## src/rtl/wc_pkg.sv

```systemverilog
package wc_pkg;

  typedef enum logic [1:0] {
    ST_IDLE = 2'd0,
    ST_LOOK = 2'd1,
    ST_FILL = 2'd2
  } wc_state_e;

  // log2 of the number of ways selected by a mode value
  function automatic int unsigned way_bits(input logic [1:0] m);
    case (m)
      2'b00:   return 0;
      2'b01:   return 1;
      default: return 2;
    endcase
  endfunction

  function automatic int unsigned idx_bits(input logic [1:0] m, input int unsigned line_w);
    return line_w - way_bits(m);
  endfunction

  function automatic int unsigned set_of(input logic [1:0] m, input logic [31:0] waddr,
                                         input int unsigned line_w);
    return waddr & ((32'd1 << idx_bits(m, line_w)) - 32'd1);
  endfunction

  function automatic int unsigned tag_of(input logic [1:0] m, input logic [31:0] waddr,
                                         input int unsigned line_w);
    return waddr >> idx_bits(m, line_w);
  endfunction

  // physical line holding a given way of a given set
  function automatic int unsigned line_of(input logic [1:0] m, input int unsigned set,
                                          input int unsigned way, input int unsigned line_w);
    return (way << idx_bits(m, line_w)) | set;
  endfunction

endpackage

```

## src/rtl/wc_lookup.sv

```systemverilog
module wc_lookup #(
  parameter int WAYS  = 4,
  parameter int TAG_W = 10,
  parameter int AGE_W = 2
) (
  input  logic [WAYS-1:0]            way_en,
  input  logic [WAYS-1:0]            way_valid,
  input  logic [WAYS-1:0][TAG_W-1:0] way_tag,
  input  logic [WAYS-1:0][AGE_W-1:0] way_age,
  input  logic [TAG_W-1:0]           req_tag,
  input  logic [AGE_W-1:0]           oldest,
  output logic [WAYS-1:0]            hit_vec,
  output logic                       hit_any,
  output logic [AGE_W-1:0]           hit_way,
  output logic [AGE_W-1:0]           vict_way
);

  for (genvar w = 0; w < WAYS; w++) begin : g_cmp
    assign hit_vec[w] = way_en[w] && way_valid[w] && (way_tag[w] == req_tag);
  end

  assign hit_any = |hit_vec;

  always_comb begin
    hit_way = '0;
    for (int w = 0; w < WAYS; w++)
      if (hit_vec[w]) hit_way = AGE_W'(w);
  end

  // oldest valid way first, then let the lowest invalid way override it
  always_comb begin
    vict_way = '0;
    for (int w = 0; w < WAYS; w++)
      if (way_en[w] && way_age[w] == oldest) vict_way = AGE_W'(w);
    for (int w = WAYS - 1; w >= 0; w--)
      if (way_en[w] && !way_valid[w]) vict_way = AGE_W'(w);
  end

endmodule

```

## src/rtl/wc_counters.sv

```systemverilog
module wc_counters #(
  parameter int CNT_W = 32
) (
  input  logic             clk,
  input  logic             rst,
  input  logic             clr,
  input  logic             inc_hit,
  input  logic             inc_miss,
  output logic [CNT_W-1:0] hits,
  output logic [CNT_W-1:0] misses
);

  always_ff @(posedge clk) begin
    if (rst || clr) begin
      hits   <= '0;
      misses <= '0;
    end else begin
      if (inc_hit)  hits   <= hits + CNT_W'(1);
      if (inc_miss) misses <= misses + CNT_W'(1);
    end
  end

endmodule

```

## src/rtl/word_cache.sv

```systemverilog
module word_cache
  import wc_pkg::*;
#(
  parameter int ADDR_W = 16,
  parameter int DATA_W = 32,
  parameter int LINES  = 64,
  parameter int CNT_W  = 32
) (
  input  logic              clk,
  input  logic              rst,
  input  logic [1:0]        mode,
  input  logic              req_valid,
  input  logic              req_write,
  input  logic [ADDR_W-1:0] req_addr,
  input  logic [DATA_W-1:0] req_wdata,
  output logic              done,
  output logic              hit,
  output logic [DATA_W-1:0] rdata,
  output logic              mem_en,
  output logic              mem_we,
  output logic [ADDR_W-1:0] mem_addr,
  output logic [DATA_W-1:0] mem_wdata,
  input  logic [DATA_W-1:0] mem_rdata,
  output logic [CNT_W-1:0]  hit_count,
  output logic [CNT_W-1:0]  miss_count
);

  localparam int LINE_W   = $clog2(LINES);
  localparam int MAX_WAYS = 4;
  localparam int AGE_W    = $clog2(MAX_WAYS);
  localparam int WADDR_W  = ADDR_W - 2;
  localparam int TAG_W    = WADDR_W - (LINE_W - AGE_W);

  wc_state_e           st;
  logic [1:0]          mode_q;
  logic                q_write;
  logic [WADDR_W-1:0]  q_waddr;
  logic [DATA_W-1:0]   q_wdata;

  logic                valid_r [LINES];
  logic [TAG_W-1:0]    tag_r   [LINES];
  logic [DATA_W-1:0]   data_r  [LINES];
  logic [AGE_W-1:0]    age_r   [LINES];

  // named internal events used by the checker
  logic                flush;
  logic                accept;
  logic                touch_en;
  logic                fill_en;
  logic                wr_upd_en;

  logic [LINE_W-1:0]   set_idx;
  logic [TAG_W-1:0]    req_tag;
  logic [AGE_W-1:0]    oldest;
  logic [LINE_W-1:0]   way_line [MAX_WAYS];
  logic [MAX_WAYS-1:0] way_en;
  logic [MAX_WAYS-1:0] way_valid;
  logic [MAX_WAYS-1:0][TAG_W-1:0] way_tag;
  logic [MAX_WAYS-1:0][AGE_W-1:0] way_age;

  logic [MAX_WAYS-1:0] lk_hit_vec;
  logic                lk_hit;
  logic [AGE_W-1:0]    lk_hit_way;
  logic [AGE_W-1:0]    lk_vict_way;
  logic [AGE_W-1:0]    touch_way;
  logic [AGE_W-1:0]    touch_rank;
  logic                inc_hit;
  logic                inc_miss;

  assign flush  = (mode != mode_q);
  assign accept = (st == ST_IDLE) && req_valid && !flush;

  assign set_idx = LINE_W'(set_of(mode_q, 32'(q_waddr), LINE_W));
  assign req_tag = TAG_W'(tag_of(mode_q, 32'(q_waddr), LINE_W));
  assign oldest  = AGE_W'((1 << way_bits(mode_q)) - 1);

  for (genvar w = 0; w < MAX_WAYS; w++) begin : g_way
    assign way_line[w]  = LINE_W'(line_of(mode_q, 32'(set_idx), w, LINE_W));
    assign way_en[w]    = (w < (1 << way_bits(mode_q)));
    assign way_valid[w] = valid_r[way_line[w]];
    assign way_tag[w]   = tag_r[way_line[w]];
    assign way_age[w]   = age_r[way_line[w]];
  end

  wc_lookup #(.WAYS(MAX_WAYS), .TAG_W(TAG_W), .AGE_W(AGE_W)) u_lookup (
    .way_en   (way_en),
    .way_valid(way_valid),
    .way_tag  (way_tag),
    .way_age  (way_age),
    .req_tag  (req_tag),
    .oldest   (oldest),
    .hit_vec  (lk_hit_vec),
    .hit_any  (lk_hit),
    .hit_way  (lk_hit_way),
    .vict_way (lk_vict_way)
  );

  assign fill_en    = !flush && (st == ST_FILL);
  assign wr_upd_en  = !flush && (st == ST_LOOK) && q_write && lk_hit;
  assign touch_en   = (!flush && (st == ST_LOOK) && lk_hit) || fill_en;
  assign touch_way  = (st == ST_FILL) ? lk_vict_way : lk_hit_way;
  assign touch_rank = way_age[touch_way];

  assign inc_hit  = !flush && (st == ST_LOOK) && lk_hit;
  assign inc_miss = !flush && (((st == ST_LOOK) && q_write && !lk_hit) || (st == ST_FILL));

  assign mem_en    = (st == ST_LOOK) && (q_write || !lk_hit);
  assign mem_we    = q_write;
  assign mem_addr  = {q_waddr, 2'b00};
  assign mem_wdata = q_wdata;

  // control path
  always_ff @(posedge clk) begin
    if (rst) begin
      st      <= ST_IDLE;
      mode_q  <= 2'b00;
      q_write <= 1'b0;
      q_waddr <= '0;
      q_wdata <= '0;
      done    <= 1'b0;
      hit     <= 1'b0;
      rdata   <= '0;
    end else if (flush) begin
      st     <= ST_IDLE;
      mode_q <= mode;
      done   <= 1'b0;
    end else begin
      done <= 1'b0;
      case (st)
        ST_IDLE: if (accept) begin
          q_write <= req_write;
          q_waddr <= req_addr[ADDR_W-1:2];
          q_wdata <= req_wdata;
          st      <= ST_LOOK;
        end
        ST_LOOK: begin
          if (q_write || lk_hit) begin
            done <= 1'b1;
            hit  <= lk_hit;
            if (!q_write) rdata <= data_r[way_line[lk_hit_way]];
            st <= ST_IDLE;
          end else begin
            st <= ST_FILL;
          end
        end
        ST_FILL: begin
          done  <= 1'b1;
          hit   <= 1'b0;
          rdata <= mem_rdata;
          st    <= ST_IDLE;
        end
        default: st <= ST_IDLE;
      endcase
    end
  end

  // line state: valid, tag and recency rank
  always_ff @(posedge clk) begin
    if (rst || flush) begin
      for (int i = 0; i < LINES; i++) begin
        valid_r[i] <= 1'b0;
        tag_r[i]   <= '0;
        age_r[i]   <= AGE_W'(i >> idx_bits(rst ? 2'b00 : mode, LINE_W));
      end
    end else begin
      if (fill_en) begin
        valid_r[way_line[lk_vict_way]] <= 1'b1;
        tag_r[way_line[lk_vict_way]]   <= req_tag;
      end
      if (touch_en) begin
        for (int w = 0; w < MAX_WAYS; w++) begin
          if (way_en[w]) begin
            if (AGE_W'(w) == touch_way)
              age_r[way_line[w]] <= '0;
            else if (way_age[w] < touch_rank)
              age_r[way_line[w]] <= way_age[w] + AGE_W'(1);
          end
        end
      end
    end
  end

  // data words need no reset
  always_ff @(posedge clk) begin
    if (fill_en)   data_r[way_line[lk_vict_way]] <= mem_rdata;
    if (wr_upd_en) data_r[way_line[lk_hit_way]]  <= q_wdata;
  end

  wc_counters #(.CNT_W(CNT_W)) u_counters (
    .clk     (clk),
    .rst     (rst),
    .clr     (flush),
    .inc_hit (inc_hit),
    .inc_miss(inc_miss),
    .hits    (hit_count),
    .misses  (miss_count)
  );

endmodule

```

## config.mk

```make
export PLATFORM = sky130hd
export DESIGN_NAME = word_cache
export DESIGN_NICKNAME = d
export VERILOG_FILES = /design/src/rtl/wc_pkg.sv /design/src/rtl/wc_lookup.sv /design/src/rtl/wc_counters.sv /design/src/rtl/word_cache.sv
export SDC_FILE = /design/constraint.sdc
export NUM_CORES = 2
export LEC_CHECK = 0
export ABC_CLOCK_PERIOD_IN_PS = 5600
export BUFFER_PORTS_ARGS = -buffer_cell sky130_fd_sc_hd__clkbuf_2
export CORE_MARGIN = 2
export CORE_UTILIZATION = 30
export CTS_CLUSTER_DIAMETER = 30
export DETAILED_ROUTE_END_ITERATION = 8
export PLACE_DENSITY = 0.57
export SYNTH_ARGS = -nofsm -noshare
export SYNTH_HDL_FRONTEND = slang
export SYNTH_SLANG_ARGS = --single-unit
```

## constraint.sdc

```tcl
create_clock -name clk -period 5.6 [get_ports clk]
set_clock_uncertainty 0.1 [all_clocks]
set_input_delay 1.4 -clock clk [delete_from_list [all_inputs] [get_ports clk]]
set_output_delay 1.4 -clock clk [all_outputs]
set_load 0.02 [all_outputs]
```

# Word level (Yosys, flattened, before mapping)
# Memories as Yosys holds them, arrays and structs flattened.
# Cells that the tools add are included.
# totals
ff_bits	149
ramBits	2880
out_inout_bits	148
word_cells	299
mem_count	4
# mem_list
memory	words	width	read_ports	rd_ports_with_merged_regs	wr	line_no	source
data_r	64	32	1	0	1	word_cache.sv:42	logic [DATA_W-1:0] data_r [LINES];
tag_r	64	10	4	0	64	word_cache.sv:41	logic [TAG_W-1:0] tag_r [LINES];
age_r	64	2	4	0	64	word_cache.sv:43	logic [AGE_W-1:0] age_r [LINES];
valid_r	64	1	4	0	64	word_cache.sv:40	logic valid_r [LINES];
# op_classes
n_addsub	10
n_lt_le_gt_ge	11
eq_ne	18
shift	70
muxes	110
bitwise	12
reduce_logical	54
# ops
operator	n
6-bit by 32-bit >> shifter with 2-bit output (first input constant)	32
5-bit by 32-bit >> shifter with 2-bit output (first input constant)	16
4-bit by 32-bit >> shifter with 2-bit output (first input constant)	8
32-bit two-way mux	4
3-bit by 32-bit >> shifter with 2-bit output (first input constant)	4
6-bit two-way mux	11
32-bit by 1-bit adder with 32-bit output (second input constant)	2
3-bit by 32-bit less-than comparator with 1-bit output (first input constant)	2
1-bit two-way mux	64
32-bit case mux with 2 select lines	1
1-bit by 32-bit << shifter with 6-bit output (first input constant)	2
2-bit by 32-bit << shifter with 6-bit output (first input constant)	2
1-bit by 32-bit >> shifter with 2-bit output (first input constant)	2
2-bit by 32-bit >> shifter with 2-bit output (first input constant)	2
3-bit by 32-bit subtractor with 32-bit output (first input constant)	2
2-bit two-way mux	21
10-bit equality test	4
1-bit by 32-bit less-than comparator with 1-bit output (first input constant)	1
2-bit by 32-bit less-than comparator with 1-bit output (first input constant)	1
32-bit OR reduction	1
1-bit by 2-bit << shifter with 32-bit output (first input constant)	1
14-bit by 32-bit >> shifter with 10-bit output	1
1-bit logical AND	26
6-bit binary-select mux with 2-bit select	2
33 further kinds	73

# Longest topological paths before layout
# An unclocked memory read counts as a cell.
# depth
depth_word	30
mapped_depth	24

# By module
# From an unflattened synthesis, not the netlist that was laid out.
# unflattened
cells_unflattened	9003
hier_area_um2	123811.2
# by_module_without_submodules
mod	n_inst	cells_each	area_per_inst_um2	seq_area_each_um2
word_cache	1	8571	120206.5	87544.0
wc_counters	1	348	3001.6	1281.2
wc_lookup	1	84	603.1	0.0

# Worst setup path before layout
# Ideal clock, no wire load.
# synth_timing
kind	reg-to-reg
from	register q_waddr[1]
to	memory data_r[16][0] (enable)
setup_ps	421
arrival_time_ps	5739
path_slack_ps	-660
path_stages_with_launch	21
path_buffers	5
path_cell_list	dfxtp_1 > buf_6 > buf_6 > buf_6 > mux2_2 > o221ai_1 > o21ai_0 > a22o_1 > mux4_2 > xnor2_1 > a211o_1 > nor4_2 > a21oi_2 > a21o_1 > buf_6 > nor3_2 > mux2i_1 > and2_1 > nand2b_1 > clkbuf_1 > nor2_1
# synth_via
elab_chain_cells	17
word_cells_on_any_way	60
# synth_rtl
element	line_no	source
from (decl)	word_cache.sv:37	logic [WADDR_W-1:0] q_waddr;
from (signal assigned)	word_cache.sv:132	q_waddr <= req_addr[ADDR_W-1:2];
6-bit bitwise AND	wc_pkg.sv:24	return waddr & ((32'd1 << idx_bits(m, line_w)) - 32'd1);
6-bit OR	wc_pkg.sv:35	return (way << idx_bits(m, line_w)) | set;
memory 64 x 2 bit	-	
2-bit equality test	wc_lookup.sv:34	if (way_en[w] && way_age[w] == oldest) vict_way = AGE_W'(w);
1-bit logical AND	wc_lookup.sv:34	
1-bit two-way mux	wc_lookup.sv:34	
2-bit two-way mux (2 in series)	wc_lookup.sv:34	
2-bit two-way mux (4 in series)	wc_lookup.sv:36	if (way_en[w] && !way_valid[w]) vict_way = AGE_W'(w);
2-bit NOT with 3-bit output (not written as such)	word_cache.sv:185	if (fill_en) data_r[way_line[lk_vict_way]] <= mem_rdata;
6-bit binary-select mux with 2-bit select	word_cache.sv:185	
6-bit two-way mux (not written as such) (2 in series)	word_cache.sv:185	
6-bit two-way mux (no source line)	-	
to (decl)	word_cache.sv:42	
# Parallel ways exist; a longest one is shown, timed or not. The select of a mux whose other input is x is not followed.

# Worst setup path in the final report
# layout_timing
from	register q_waddr[0]
to	output mem_en
# layout_via
elab_chain_cells	9
word_cells_on_any_way	24
# layout_rtl
element	line_no	source
6-bit bitwise AND	wc_pkg.sv:24	
6-bit OR	wc_pkg.sv:35	
memory 64 x 10 bit or memory 64 x 1 bit (tied branches)	-	
10-bit equality test or 1-bit logical AND (tied branches)	wc_lookup.sv:19	assign hit_vec[w] = way_en[w] && way_valid[w] && (way_tag[w] == req_tag);
1-bit logical AND	wc_lookup.sv:19	
4-bit OR reduction (*)	wc_lookup.sv:22	assign hit_any = |hit_vec;
1-bit logical NOT (*)	word_cache.sv:107	assign mem_en = (st == ST_LOOK) && (q_write || !lk_hit);
1-bit logical OR (*)	word_cache.sv:107	
1-bit logical AND (*)	word_cache.sv:107	
to (decl)	word_cache.sv:19	output logic mem_en,
# Mark *: on every way between the ends. The rest lies on a longest branch, timed or not.

==> reports/metrics.cfg <==
[setup_path]
worst-setup-path-type = flop to output pin
crit_chain = buf_12, buf_16, buf_12, mux2_2, o221ai_2, a221oi_2, nor2_4, buf_6, o22ai_1, or3b_1, a222oi_1, buf_4, and4_4, a22oi_2, buf_6, nand2_4, a21oi_2, buf_4, clkbuf_8
crit_buf_inv = 8
r2r_setup_slack_ns = -0.36
cp.required_ns = 4.10
r2r_start = q_waddr[1]
worst_setup_path_end_kind = output pin
critPathLaunchType = flop
worstReg2RegEnd = data_r[9][29]
cpPeakStageDelay_ns = 0.47
cp_max_fo = 8
arrival_ns = 4.76
cp_slowest_cell = dfxtp_4
crit_family = buffers and inverters
rr_worst_depth = 29

[grt]
use_met3_pct = 4.59
grt_use_met2_pct = 34.0
busiest_layer = met2
gr-total-overflow = 0
grt_start_max_net_pins = 184
grt_pass1_vias = 87500
grtUsageMet1_pct = 28.7
antenna_found_initial = 25
grt_pass1_wl_um = 660000
grtUsageTotal_pct = 21.5

[die]
die_h_um = 650
die_w_um = 650
rows = 237
die_area_um2 = 422000
io_pins = 234
start_util_pct = 30.1
coreArea_um2 = 416000

[sta]
finalHoldViolCount = 0
tightest_slew_ns = 1.08
period_share_pct = 112
setup_slack_ns = -0.663
slew_viol_final = 0
setup_viol = 4338
max_slew_margin_pct = 27.7
rsz0062_at_grt = true
timing.setup.tns_ns = -653.01
fmax_mhz = 160
fin_crit_ns = 6.26

[clocking]
insertion_delay_ns = 0.96
clock_path_buffers = 4
cts_tree = yes
clk_pin_slew_ns = 0.05
cts_buffers = 483
cts_sinks = 3029
htreeDepth = 5
root_buffer = clkbuf_16
hold_buffers = 0

[finish]
areaGrowthSynthToFinish_pct = 31.1
layout_commonest_cell = edfxtp_1
regArea_um2 = 88800
num-fill-cells = 38200
drive_gt1_share_pct = 28.3
nets = 10500
final_util_pct = 39.4
multiInputGateArea_um2 = 34800
most-common-layout-cells = 2,816 x edfxtp_1, 1,123 x nor2_1, 977 x buf_4

[hold_path]
hold_path_class = flop to flop
min_to = valid_r[30]
hp-start = valid_r[30]
holdPathStages = 2

[drt]
ant_nets = 0
num_vias = 90200
first_iter_violations = 11800
wl_um = 472000
first_pass_iters = 6
vias_per_cell = 5.53
route.detailed.drc = 0
wl_per_cell_um = 28.9

[placement]
pre_cts_slack_ns = -1.20
port_buffers = 229
place.gp.congestion = 0.905
dp_hpwl_um = 291000

[logic_synthesis]
ys_seq_elements = 3029
netlist_top_cells_area = edfxtp_1 68%, nor2_1 3.6%, dfxtp_1 3.4%
yosys.area.top_type = edfxtp_1
syn_area_um2 = 125000
seq_area_frac_synth_pct = 71.1
synth.avg_cell_area_um2 = 13.9
synth-edff-count = 2816
synth_top_cell_area_share_pct = 67.6
synth_cells = 9013
ys.warnings.count = 0
ys_async_sr_fraction_pct = 0
synth.distinct_cells = 120
synthFlopType = edfxtp_1

[pwr]
leakage_nw = 55.8
vdd_drop_max_uv = 325
finalPower_mw = 60.9
cellPowerDensity_nw_per_um2 = 372

[run_status]
violations = negative setup slack
status = complete, but fails checks

[flow_run]
cap_viol_max_count = 0

[layout make-up]
class | instances | area share (%)
clock buffers | 537 | 7.59
diodes | 11 | 0.0168
clock inverters | 371 | 2.77
multi-input cells | 5211 | 21.2
well taps | 5497 | 4.20
repair buffers | 1595 | 9.81
inverters | 61 | 0.148
flip-flops and latches | 3029 | 54.2
[kinds of logic (layout without fill, tap and decap cells)]
kind of cell	after synthesis	in the layout	synth area share, %
and+or+nand+nor	2407	2407	8.05
xor gates and xnor gates	77	77	0.539
buffers and inverters	774	2564	2.74
DFF	3029	3029	71.1
adders and majority gates	8	8	0.0751
muxes	627	627	5.91
AOI/OAI and AO/OA	2090	2090	11.6
other	1	13	0.00300
[metal layers]
layer / up-vias / routed length [µm]
li1: 37700 / -
met1: 46000 / 184000
met2: 5551 / 216000
met3: 974 / 50400
met4: 6 / 20700
met5: - / 34
[stage by stage]
stage | hold slack, ns | cell area (µm²) | cells
final | 0.339 | 164000 | 16300
after global routing | 0.345 | 164000 | 16300
after CTS | 0.336 | 163000 | 16300
after detailed placement | 0.329 | 143000 | 15200
after global placement | 0.328 | 143000 | 15200
after floorplan | 0.315 | 125000 | 9014
[Yosys cell counts (64+ instances only)]
| library cell | number |
|---|---|
| clkbuf_1 | 477 |
| nor2_1 | 1205 |
| a21oi_1 | 540 |
| edfxtp_1 | 2816 |
| a22oi_1 | 254 |
| o22ai_1 | 134 |
| a211oi_1 | 86 |
| nor3_1 | 68 |
| buf_1 | 104 |
| nand3_1 | 152 |
| mux2i_1 | 346 |
| o21ai_0 | 287 |
| a221oi_1 | 187 |
| mux2_2 | 207 |
| dfxtp_1 | 213 |
| o221ai_1 | 116 |
| nand2_1 | 740 |
| mux4_2 | 67 |
| buf_2 | 64 |
[repair_timing]
| item | in CTS | in global routing |
|---|---|---|
| cloned | 23 | 2 |
| buffers inserted | 102 | 25 |
| setup endpoints to repair | 4424 | 4537 |
| pin swaps | 70 | 51 |
| resized for setup | 242 | 121 |
[state kept, by name (all words and copies together) (netlist names)]
| name | cells |
|---|---|
| data_r | 2048 |
| tag_r | 640 |
| age_r | 128 |
| valid_r | 64 |
| mem_wdata | 32 |
| rdata | 32 |
| u_counters.hits | 32 |
| u_counters.misses | 32 |
| q_waddr | 14 |
| mode_q | 2 |
| st | 2 |
| done | 1 |
| hit | 1 |
| mem_we | 1 |
[how the worst max path moves through the flow]
stage,startpoint,endpoint,slack [ns],depth (start not counted)
5_1_grt,q_waddr[2],mem_en,-0.77,20
6_report,q_waddr[0],mem_en,-0.66,19
2_1_floorplan,q_waddr[1],data_r[24][0],-0.39,18
3_5_place_dp,q_waddr[1],data_r[8][20],-1.20,24
3_3_place_gp,q_waddr[1],data_r[8][20],-1.20,24
4_1_cts,q_waddr[0],mem_en,-0.74,17
[tightest hold or removal path: cells and delay by family, from the launching register on]
kind / cells / cell delay, ns
DFF: 1 / 0.30
and+or+nand+nor: 2 / 0.09
[power breakdown]
group | internal (mW) | total (mW) | switching [mW] | leakage [nW]
registers | 25.1 | 25.3 | 0.145 | 29.0
logic | 1.71 | 4.69 | 2.98 | 18.6
clock network | 19.8 | 31.0 | 11.2 | 8.20
total | 46.7 | 60.9 | 14.3 | 55.8
(Power assumes the default switching activity.)
